File: src/rtl/wp_pkg.sv
package wp_pkg;
  typedef enum logic [1:0] {
    TGT_SCRATCH = 2'd0,
    TGT_MODE    = 2'd1,
    TGT_STATUS  = 2'd2,
    TGT_NONE    = 2'd3
  } tgt_e;
endpackage

File: src/rtl/wp_decode.sv
module wp_decode
  import wp_pkg::*;
#(
  parameter int AW          = 7,
  parameter int NUM_SCRATCH = 8,
  parameter logic [AW-1:0] MODE_IDX = 7'h79,
  parameter logic [AW-1:0] STAT_IDX = 7'h7A
) (
  input  logic [AW-1:0] idx,
  output tgt_e          tgt
);
  localparam logic [AW-1:0] SCR_LIM = AW'(NUM_SCRATCH);

  always_comb begin
    if (idx == MODE_IDX)      tgt = TGT_MODE;
    else if (idx == STAT_IDX) tgt = TGT_STATUS;
    else if (idx < SCR_LIM)   tgt = TGT_SCRATCH;
    else                      tgt = TGT_NONE;
  end
endmodule

File: src/rtl/wp_state.sv
module wp_state
  import wp_pkg::*;
#(
  parameter int AW    = 7,
  parameter int KEY_W = 24,
  parameter logic [KEY_W-1:0] KEY = 24'h4D4154
) (
  input  logic             clk,
  input  logic             rst_n,
  input  logic             wr_en,
  input  tgt_e             tgt,
  input  logic [AW-1:0]    idx,
  input  logic             en_bit,
  input  logic [KEY_W-1:0] key_in,
  output logic             prot_en,
  output logic             flag,
  output logic [AW-1:0]    src,
  output logic             wr_blocked
);
  logic mode_wr, key_ok;

  assign mode_wr    = wr_en && (tgt == TGT_MODE);
  assign key_ok     = (key_in == KEY);
  assign wr_blocked = wr_en && prot_en && (tgt != TGT_MODE);

  always_ff @(posedge clk or negedge rst_n) begin
    if (!rst_n) begin
      prot_en <= 1'b0;
      flag    <= 1'b0;
      src     <= '0;
    end else if (mode_wr && key_ok) begin
      prot_en <= en_bit;
      flag    <= 1'b0;
    end else if (wr_blocked) begin
      flag <= 1'b1;
      src  <= idx;
    end
  end

  assert_viol_sets_R4: assert property (@(posedge clk) disable iff (!rst_n)
    wr_blocked |=> flag);
  assert_src_latch_R5: assert property (@(posedge clk) disable iff (!rst_n)
    wr_blocked |=> (src == $past(idx)));
  assert_flag_sticky_R6: assert property (@(posedge clk) disable iff (!rst_n)
    (flag && !(mode_wr && key_ok)) |=> flag);
  assert_bad_key_R8: assert property (@(posedge clk) disable iff (!rst_n)
    (mode_wr && !key_ok) |=> ($stable(prot_en) && $stable(flag) && $stable(src)));
  assert_key_clear_R7: assert property (@(posedge clk) disable iff (!rst_n)
    (mode_wr && key_ok) |=> (!flag && (prot_en == $past(en_bit))));
endmodule

File: src/rtl/wp_scratch.sv
module wp_scratch #(
  parameter int DW  = 32,
  parameter int NUM = 8,
  parameter int SW  = 3
) (
  input  logic          clk,
  input  logic          rst_n,
  input  logic          we,
  input  logic [SW-1:0] sel,
  input  logic [DW-1:0] wdata,
  output logic [DW-1:0] q [NUM]
);
  for (genvar i = 0; i < NUM; i++) begin : g_word
    always_ff @(posedge clk or negedge rst_n) begin
      if (!rst_n)                         q[i] <= '0;
      else if (we && (sel == SW'(i)))     q[i] <= wdata;
    end
  end
endmodule

File: src/rtl/wp_guard.sv
module wp_guard
  import wp_pkg::*;
#(
  parameter int AW          = 7,
  parameter int DW          = 32,
  parameter int NUM_SCRATCH = 8,
  parameter logic [AW-1:0] MODE_IDX = 7'h79,
  parameter logic [AW-1:0] STAT_IDX = 7'h7A,
  parameter logic [DW-9:0] KEY      = 24'h4D4154
) (
  input  logic          clk,
  input  logic          rst_n,
  input  logic          wr_en,
  input  logic          rd_en,
  input  logic [AW-1:0] addr,
  input  logic [DW-1:0] wdata,
  output logic [DW-1:0] rdata,
  output logic          rd_valid
);
  localparam int KEY_W = DW - 8;
  localparam int SW    = (NUM_SCRATCH > 1) ? $clog2(NUM_SCRATCH) : 1;
  localparam int SRC_LSB = 8;

  tgt_e          tgt;
  logic          prot_en, flag, wr_blocked, scr_we;
  logic [AW-1:0] src;
  logic [DW-1:0] scr_q [NUM_SCRATCH];
  logic [DW-1:0] rd_next;
  logic [SW-1:0] sel;

  assign sel = addr[SW-1:0];

  wp_decode #(.AW(AW), .NUM_SCRATCH(NUM_SCRATCH), .MODE_IDX(MODE_IDX), .STAT_IDX(STAT_IDX))
    u_dec (.idx(addr), .tgt(tgt));

  wp_state #(.AW(AW), .KEY_W(KEY_W), .KEY(KEY)) u_state (
    .clk(clk), .rst_n(rst_n), .wr_en(wr_en), .tgt(tgt), .idx(addr),
    .en_bit(wdata[0]), .key_in(wdata[DW-1:8]),
    .prot_en(prot_en), .flag(flag), .src(src), .wr_blocked(wr_blocked));

  assign scr_we = wr_en && (tgt == TGT_SCRATCH) && !wr_blocked;

  wp_scratch #(.DW(DW), .NUM(NUM_SCRATCH), .SW(SW)) u_scr (
    .clk(clk), .rst_n(rst_n), .we(scr_we), .sel(sel), .wdata(wdata), .q(scr_q));

  always_comb begin
    rd_next = '0;
    case (tgt)
      TGT_SCRATCH: rd_next = scr_q[sel];
      TGT_MODE:    rd_next[0] = prot_en;
      TGT_STATUS: begin
        rd_next[0] = flag;
        rd_next[SRC_LSB +: AW] = src;
      end
      default:     rd_next = '0;
    endcase
  end

  always_ff @(posedge clk or negedge rst_n) begin
    if (!rst_n) begin
      rdata    <= '0;
      rd_valid <= 1'b0;
    end else begin
      rd_valid <= rd_en;
      if (rd_en) rdata <= rd_next;
    end
  end

  assert_rd_valid_R10: assert property (@(posedge clk) disable iff (!rst_n)
    rd_en |=> rd_valid);
  assert_no_spurious_valid_R10: assert property (@(posedge clk) disable iff (!rst_n)
    !rd_en |=> !rd_valid);

  for (genvar i = 0; i < NUM_SCRATCH; i++) begin : g_chk
    assert_blocked_hold_R3: assert property (@(posedge clk) disable iff (!rst_n)
      (wr_en && prot_en && (addr == AW'(i))) |=> $stable(scr_q[i]));
    assert_open_write_R2: assert property (@(posedge clk) disable iff (!rst_n)
      (wr_en && !prot_en && (addr == AW'(i))) |=> (scr_q[i] == $past(wdata)));
  end
endmodule

File: config.mk
export PLATFORM = sky130hd
export DESIGN_NAME = wp_guard
export DESIGN_NICKNAME = d
export VERILOG_FILES = /design/src/rtl/wp_pkg.sv /design/src/rtl/wp_decode.sv /design/src/rtl/wp_state.sv /design/src/rtl/wp_scratch.sv /design/src/rtl/wp_guard.sv
export SDC_FILE = /design/constraint.sdc
export NUM_CORES = 1
export LEC_CHECK = 0
export BUFFER_PORTS_ARGS = -buffer_cell sky130_fd_sc_hd__clkbuf_2
export CORE_ASPECT_RATIO = 1.75
export CORE_MARGIN = 2
export CORE_UTILIZATION = 30
export CTS_BUF_LIST = sky130_fd_sc_hd__clkbuf_4
export DETAILED_ROUTE_END_ITERATION = 10
export GPL_ROUTABILITY_DRIVEN = 0
export GPL_TIMING_DRIVEN = 1
export SYNTH_ARGS = -nofsm -noshare
export SYNTH_HDL_FRONTEND = slang
export SYNTH_SLANG_ARGS = --single-unit
File: constraint.sdc
create_clock -name clk -period 4.94 [get_ports clk]
set_clock_uncertainty 0.1 [all_clocks]
set_input_delay 0.494 -clock clk [delete_from_list [all_inputs] [get_ports clk]]
set_output_delay 0.494 -clock clk [all_outputs]
set_load 0.005 [all_outputs]
# Word level (Yosys, flattened, before mapping)

Cells that the tools add are included.

Register bits after elaboration: 298
Bits in latches: 0
RAM bits: 0
Bits in read-only memories: 0
Bits of input ports: 43
Output and inout port bits: 33
Logic and storage cells: 61
Memories kept: 0

$add $sub $neg: 0
$mul: 0
Divide/modulo/power cells: 0
$lt $le $gt $ge: 2
Eq/ne operators: 13
Shifts and indexed selects: 0
Muxes and demuxes: 12
Bitwise operators: 2
Reduce and logical (&&, ||, !) cells: 19

Operator list:

| kind                                                                    | number |
|---|---|
| 32-bit binary-select mux with 3-bit select                              | 1 |
| 32-bit 2-to-1 mux                                                       | 2 |
| 24-bit by 23-bit == test with 1-bit output, second input constant       | 1 |
| 17-bit 2-to-1 mux                                                       | 1 |
| 7-bit == test, second input constant                                    | 2 |
| 1-bit logical AND                                                       | 14 |
| 7-bit case mux with 2 select lines                                      | 1 |
| 3-bit == test, second input constant                                    | 4 |
| 7-bit by 4-bit < comparator with 1-bit output, second input constant    | 1 |
| 7-bit 2-to-1 mux                                                        | 1 |
| 3-bit by 2-bit == test with 1-bit output, second input constant         | 2 |
| 2-bit 2-to-1 mux                                                        | 3 |
| 4-bit greater-or-equal comparator, second input constant                | 1 |
| 3-bit inverter with 4-bit output                                        | 1 |
| 3-bit by 1-bit == test with 1-bit output, second input constant         | 1 |
| 3-bit logical NOT                                                       | 1 |
| 1-bit case mux with 3 select lines                                      | 1 |
| 2-bit by 1-bit == test with 1-bit output, second input constant         | 1 |
| 2-bit == test, second input constant                                    | 1 |
| 2-bit logical NOT                                                       | 1 |
| 1-bit 2-to-1 mux                                                        | 2 |
| 2-bit by 1-bit inequality test with 1-bit output, second input constant | 1 |
| 2-bit AND reduction                                                     | 1 |
| 2-bit nonzero test                                                      | 1 |
| 2 further kinds                                                         | 2 |

# Longest topological paths before layout

Depth in word-level cells: 9
Depth in mapped cells: 7
Gate-level depth less buffers: 4

# Modules after synthesis

Synthesis repeated with hierarchy kept, for this count alone.

Cells, all modules: 916
Area, all modules: 13424.1 um^2

Modules (own cells, without submodules):

| module     | times used | cells an instance | area each (um^2) | sequential area each (um^2) |
|---|---|---|---|---|
| wp_scratch | 1          | 551               | 9613.0           | 6406.1 |
| wp_guard   | 1          | 326               | 3328.2           | 825.8 |
| wp_state   | 1          | 33                | 429.2            | 225.2 |
| wp_decode  | 1          | 6                 | 53.8             | 0.0 |

# Worst setup path before layout

Ideal clock, no wire load.

Kind: input to register
Start: input addr[0]
End: register rdata[25]
Library setup time: 0.141 ns
Arrival: 1.890 ns
Required time: 4.699 ns
Path slack: 2.809 ns
Cell stages on the path: 6
Path buffers: 3
Cells stage by stage: clkbuf_1 buf_2 buf_2 mux4_2 mux2i_1 o22ai_1

Word-level cells in the longest chain between the ends: 6
Elaborated cells between the ends (all ways): 12
Classes of those cells: order compare (1); eq/ne (2); mux (7); bitwise (1); reduce/logical (1)

Ends and longest elaborated chain:

| what                                          | line            | RTL |
|---|---|---|
| start: declaration                            | wp_guard.sv:15  | `input logic [AW-1:0] addr,` |
| 7-bit by 4-bit < comparator with 1-bit output | wp_decode.sv:17 | `else if (idx < SCR_LIM) tgt = TGT_SCRATCH;` |
| 2-bit 2-to-1 mux                              | wp_decode.sv:17 |  |
| 2-bit 2-to-1 mux                              | wp_decode.sv:16 | `else if (idx == STAT_IDX) tgt = TGT_STATUS;` |
| 2-bit 2-to-1 mux                              | wp_decode.sv:15 | `if (idx == MODE_IDX) tgt = TGT_MODE;` |
| 2-bit logical NOT                             | wp_guard.sv:48  | `case (tgt)` |
| 17-bit 2-to-1 mux (*)                         | wp_guard.sv:48  |  |
| end signal: assignment                        | wp_guard.sv:65  | `if (rd_en) rdata <= rd_next;` |
| end: declaration                              | wp_guard.sv:17  | `output logic [DW-1:0] rdata,` |

Mark *: on every way between the ends. The rest lies on a longest branch, timed or not. The select of a mux whose other input is x is not followed.
A chain may end at the register's enable or synchronous reset.

# Final worst setup path

Start: input addr[4]
End: register u_scr.q[126] in the netlist's numbering

Word-level cells in the longest chain between the ends: 9
Elaborated cells between the ends (all ways): 13
Classes of those cells: order compare (1); eq/ne (3); mux (3); reduce/logical (6)

Ends and longest elaborated chain:

| what                                             | line             | RTL |
|---|---|---|
| 7-bit by 4-bit < comparator with 1-bit output    | wp_decode.sv:17  |  |
| 2-bit 2-to-1 mux                                 | wp_decode.sv:17  |  |
| 2-bit 2-to-1 mux                                 | wp_decode.sv:16  |  |
| 2-bit 2-to-1 mux (*)                             | wp_decode.sv:15  |  |
| 2-bit by 1-bit inequality test with 1-bit output | wp_state.sv:24   | `assign wr_blocked = wr_en && prot_en && (tgt != TGT_MODE);` |
| 1-bit logical AND                                | wp_state.sv:24   |  |
| 1-bit logical NOT                                | wp_guard.sv:41   | `assign scr_we = wr_en && (tgt == TGT_SCRATCH) && !wr_blocked;` |
| 1-bit logical AND (*)                            | wp_guard.sv:41   |  |
| 1-bit logical AND (*)                            | wp_scratch.sv:16 | `else if (we && (sel == SW'(i))) q[i] <= wdata;` |
| end signal: indexed assignment                   | wp_scratch.sv:16 |  |
| end: declaration                                 | wp_scratch.sv:11 | `output logic [DW-1:0] q [NUM]` |

Mark *: on every way between the ends. The rest lies on a longest branch, timed or not.

==> results <==
- The worst path needs 2894 ps of the cycle, external delays included.
- The number of filler cells placed in the layout is 4293.
- The setup fix buffers added after clock tree synthesis is 0.
- The total wirelength of the detailed-routed design is 31930 um.
- The top-level port count is 76.
- The core area is 44030 um2.
- The arrival time of the worst setup path is 3370 ps.
- The register area share after synthesis is 56.07%.
- After detailed routing, the number of remaining DRC violations is 0.
- From synthesis to final layout, the design area changed by 15.56%.
- The number of global-route vias before repair came to 8471.
- In this run the static leakage power is 7.376 nW.
- The number of buffers added to fix hold violations after cts is 31.
- The number of nets still failing antenna checks after routing is 0.
- Entering global routing, the biggest net connects 115 pins.
- The flow ran to the end, and the final reports show no timing, DRC or antenna violations.
- The path category of the worst min-delay check is in2reg.
- The count of warnings emitted by yosys is 0.
- The cell area after placement is 14200 um2.
- The starting density of the core is 30.20%.
- Adding up every negative setup slack in the final design gives 0 ps.
- Gates resized during post-CTS repair numbered 0.
- Averaged over all synthesized cells, the footprint is 16.04 um2.
- Synthesis produced a netlist with a net count of 872.
- For met1 alone, demand over resource in global routing was 15.83%.
- Global routing consumed, over all layers together, 14.36% of the routing resources.
- CTS placed an instance of sky130_fd_sc_hd__clkbuf_4 at the clock tree root.
- At the end of the flow the core is filled with cells to 34.90%.
- The final count of negative-setup-slack endpoints is 0.
- The detailed router's first-iteration violation count is 242.
- Final hold analysis gives a worst-case slack of 86.61 ps.
- The number of distinct standard cells referenced by the synthesized netlist is 38.
- The routed via count is 7705.
- The number of antenna violations at the first check in global routing came to 3.
- The required time reported for the critical path endpoint is 5410 ps.
- The worst-margin pin slew is 1121 ps.
- At the later pin of the worst-skew pair, clock insertion delay measures 720 ps.
- Summing internal, switching and leakage power gives 0.005149 W.
- The total count of max-transition violations in the final report is 0.
- In this run, CTS created clock tree buffers numbering 68.
- Dividing the detail-routed via count by the number of cells gives 4.867.
- STA classifies the critical path endpoint as a flop.
- The number of clock sinks seen by CTS is 298.
- Detailed placement ended at an HPWL of 19670 um.
- The layer flagged by global routing as most heavily used is met2.
- The origin of the worst min-delay path is wdata[26].
- Summed over all layers, the global routing overflow is 0.
- After clock tree synthesis, the clock-pin slew on the worst setup and hold paths is 70 ps.
- The global-route met2 utilization is 26.12%.
- The number of rows created at floorplan is 102.
- The die covers 46100 um2.
- The reg-to-reg setup timing slack is 2520 ps.
- The total power per unit cell area is 335.1 nW/um2.
- The hold path depth is 2.
- For met3 alone, demand over resource in global routing was 3.255%.
- Static timing analysis puts the maximum clock frequency at 0.3455 GHz.
- For this run, the detailed router's first-pass iteration total came to 4.
- The final cell area excluding filler cells is 15370 um2.
- The layout cell share with drive strength beyond 1 is 46.68%.
- The final-stage net count is 1009.
- The origin of the critical flop-to-flop path is u_state.prot_en$_DFFE_PN0P_.
- The count of endpoints failing hold in the final timing report is 0.
- The number of H-tree levels is 3.
- The buffer depth of the longest clock path is 3.
- The total of flip-flops plus latches after synthesis is 298.
- During placement, the flow inserted port buffers numbering 75.
- Measured along the y axis, the die boundary spans 282.5 um.
- The critical path class is in2reg.
- Of all nets on the critical path, the largest fanout is 32.
- The highest ir drop seen on vdd is 0.1424 mV.
- TritonCTS built the clock tree.
- Max-cap violations in this run came to 0.
- For the worst flop-to-flop path, the logic depth is 3.
- After detailed routing, the average wire length per cell comes to 20.17 um.
- The overall die width is 163.2 um.
- Setup repair after global routing left no endpoint under its margin.
- STA classifies the critical path startpoint as an input port.
- The post-synthesis cell count is 829.
- Measured against its own limit, the worst slew margin works out to 24.99%.
- The wire length of the first global-routing pass is 49600 um.
- The capturing point of the worst reg2reg path is u_scr.q[126]$_DFFE_PN0P_.
- Dividing the final minimum period by the clock period gives 58.59%.
- The cell area after synthesis is 13300 um2.
- The sink of the worst hold path is u_scr.q[58]$_DFFE_PN0P_.
[worst max-delay path by stage]
stage / startpoint / cells past startpoint / endpoint
detailed placement: addr[4] / 5 / u_scr.q[102]$_DFFE_PN0P_
finish: addr[4] / 6 / u_scr.q[126]$_DFFE_PN0P_
floorplan: addr[0] / 6 / rdata[25]$_DFFE_PN0P_
global placement: addr[0] / 5 / rdata[12]$_DFFE_PN0P_
global route: addr[4] / 6 / u_scr.q[126]$_DFFE_PN0P_
CTS: addr[4] / 6 / u_scr.q[123]$_DFFE_PN0P_
[logic make-up (layout without fill, tap and decap cells)]
| kind of cell | count (synthesis) | in the layout | share of synthesized area, % |
|---|---|---|---|
| buffers and inverters | 78 | 258 | 3.387 |
| AO/OA/AOI/OAI | 44 | 44 | 1.976 |
| flip-flops | 298 | 298 | 56.07 |
| multiplexers | 362 | 362 | 35.66 |
| AND/OR/NAND/NOR | 47 | 47 | 2.907 |
| other | 0 | 2 | 0 |
[placed cells by master (no fill, tap or decap), types with 2 or more instances in the layout]
master,n
sky130_fd_sc_hd__mux2_1,59
sky130_fd_sc_hd__nand3b_1,3
sky130_fd_sc_hd__diode_2,2
sky130_fd_sc_hd__mux2i_1,35
sky130_fd_sc_hd__nor4b_1,2
sky130_fd_sc_hd__nand3b_4,2
sky130_fd_sc_hd__dfrtp_1,298
sky130_fd_sc_hd__clkbuf_4,97
sky130_fd_sc_hd__mux4_2,63
sky130_fd_sc_hd__nand4_1,2
sky130_fd_sc_hd__o22ai_1,24
sky130_fd_sc_hd__bufinv_16,2
sky130_fd_sc_hd__a21oi_1,7
sky130_fd_sc_hd__clkinv_1,10
sky130_fd_sc_hd__buf_4,13
sky130_fd_sc_hd__clkinv_4,2
sky130_fd_sc_hd__buf_12,3
sky130_fd_sc_hd__inv_2,2
sky130_fd_sc_hd__dlygate4sd3_1,31
sky130_fd_sc_hd__mux2_2,205
sky130_fd_sc_hd__nand2_1,7
sky130_fd_sc_hd__and4b_1,2
sky130_fd_sc_hd__inv_1,25
sky130_fd_sc_hd__clkbuf_2,72
sky130_fd_sc_hd__nor2_1,7
sky130_fd_sc_hd__o21ai_0,9
sky130_fd_sc_hd__nor2b_1,8
sky130_fd_sc_hd__nor3b_4,2
sky130_fd_sc_hd__nor4bb_1,2
[cells in the mapped netlist]
cell type | count | area [um2]
sky130_fd_sc_hd__dfrtp_1 | 298 | 7457
sky130_fd_sc_hd__mux2_2 | 205 | 2308
sky130_fd_sc_hd__mux4_2 | 63 | 1419
sky130_fd_sc_hd__mux2_1 | 59 | 664.4
sky130_fd_sc_hd__mux2i_1 | 35 | 350.3
sky130_fd_sc_hd__inv_1 | 25 | 93.84
sky130_fd_sc_hd__o22ai_1 | 24 | 150.1
sky130_fd_sc_hd__buf_2 | 15 | 75.07
sky130_fd_sc_hd__buf_6 | 15 | 168.9
sky130_fd_sc_hd__clkbuf_1 | 13 | 48.80
sky130_fd_sc_hd__o21ai_0 | 9 | 45.04
sky130_fd_sc_hd__nor2b_1 | 8 | 50.05
sky130_fd_sc_hd__a21oi_1 | 7 | 35.03
sky130_fd_sc_hd__buf_4 | 7 | 52.55
sky130_fd_sc_hd__nand2_1 | 7 | 26.28
sky130_fd_sc_hd__nor2_1 | 7 | 26.28
sky130_fd_sc_hd__buf_1 | 3 | 11.26
sky130_fd_sc_hd__nand3b_1 | 3 | 22.52
sky130_fd_sc_hd__and4b_1 | 2 | 20.02
sky130_fd_sc_hd__nand3b_4 | 2 | 40.04
sky130_fd_sc_hd__nand4_1 | 2 | 12.51
sky130_fd_sc_hd__nor3b_4 | 2 | 37.54
sky130_fd_sc_hd__nor4b_1 | 2 | 17.52
sky130_fd_sc_hd__nor4bb_1 | 2 | 20.02
sky130_fd_sc_hd__a21oi_2 | 1 | 8.760
sky130_fd_sc_hd__and3b_1 | 1 | 8.760
sky130_fd_sc_hd__nand2_2 | 1 | 6.260
sky130_fd_sc_hd__nand3_1 | 1 | 5.000
sky130_fd_sc_hd__nand3_4 | 1 | 17.52
sky130_fd_sc_hd__nand4bb_4 | 1 | 27.53
sky130_fd_sc_hd__nor2_2 | 1 | 6.260
sky130_fd_sc_hd__nor3_1 | 1 | 5.000
sky130_fd_sc_hd__nor3_2 | 1 | 10.01
sky130_fd_sc_hd__nor4_1 | 1 | 6.260
sky130_fd_sc_hd__nor4_4 | 1 | 21.27
sky130_fd_sc_hd__o211ai_1 | 1 | 7.510
sky130_fd_sc_hd__o221ai_1 | 1 | 8.760
sky130_fd_sc_hd__o31ai_1 | 1 | 7.510
[final cells by class]
| cell class | instances | area (um2) | area share, % |
|---|---|---|---|
| clock inverters | 16 | 122.6 | 0.7979 |
| flip-flops and latches | 298 | 7457 | 48.52 |
| inverters | 25 | 93.84 | 0.6106 |
| repair buffers | 120 | 843.3 | 5.487 |
| diodes | 2 | 5.005 | 0.03257 |
| clock buffers | 97 | 728.2 | 4.738 |
| multi-input cells | 453 | 5403 | 35.15 |
| well taps | 572 | 715.7 | 4.657 |
[per-layer routing]
layer	vias up	part of all wire [%]
met5	-	0.022
met4	2	3.3
met3	57	4.4
met2	159	54
met1	4105	38
li1	3382	-
[worst max-delay path: stages]
cell and delay [ps]:
sky130_fd_sc_hd__dlygate4sd3_1 560, sky130_fd_sc_hd__clkbuf_2 150, sky130_fd_sc_hd__nor4_4 400, sky130_fd_sc_hd__and4b_1 460
sky130_fd_sc_hd__nand2_2 720, sky130_fd_sc_hd__mux2_1 570
[where the power goes]
part           switching [W]  total [W]  internal (W)
logic               0.000223   0.000488      0.000265
clock network       0.000958    0.00197       0.00101
registers          0.0000839    0.00270       0.00261
total                0.00126    0.00515       0.00388
[through the flow]
| step | worst slack (ps) | cells |
|---|---|---|
| final | 2046 | 1583 |
| after detailed placement | 1880 | 1437 |
| after global placement | 1891 | 1437 |
| after CTS | 2071 | 1581 |
| after global routing | 1941 | 1583 |
| after floorplan | 2809 | 829 |
[state kept, by name, indices dropped and copies added (netlist names)]
register,cells
u_state.prot_en,1
rd_valid,1
u_state.flag,1
u_state.src,7
rdata,32
u_scr.q,256
No activity file was read; power rests on OpenSTA's default activity.
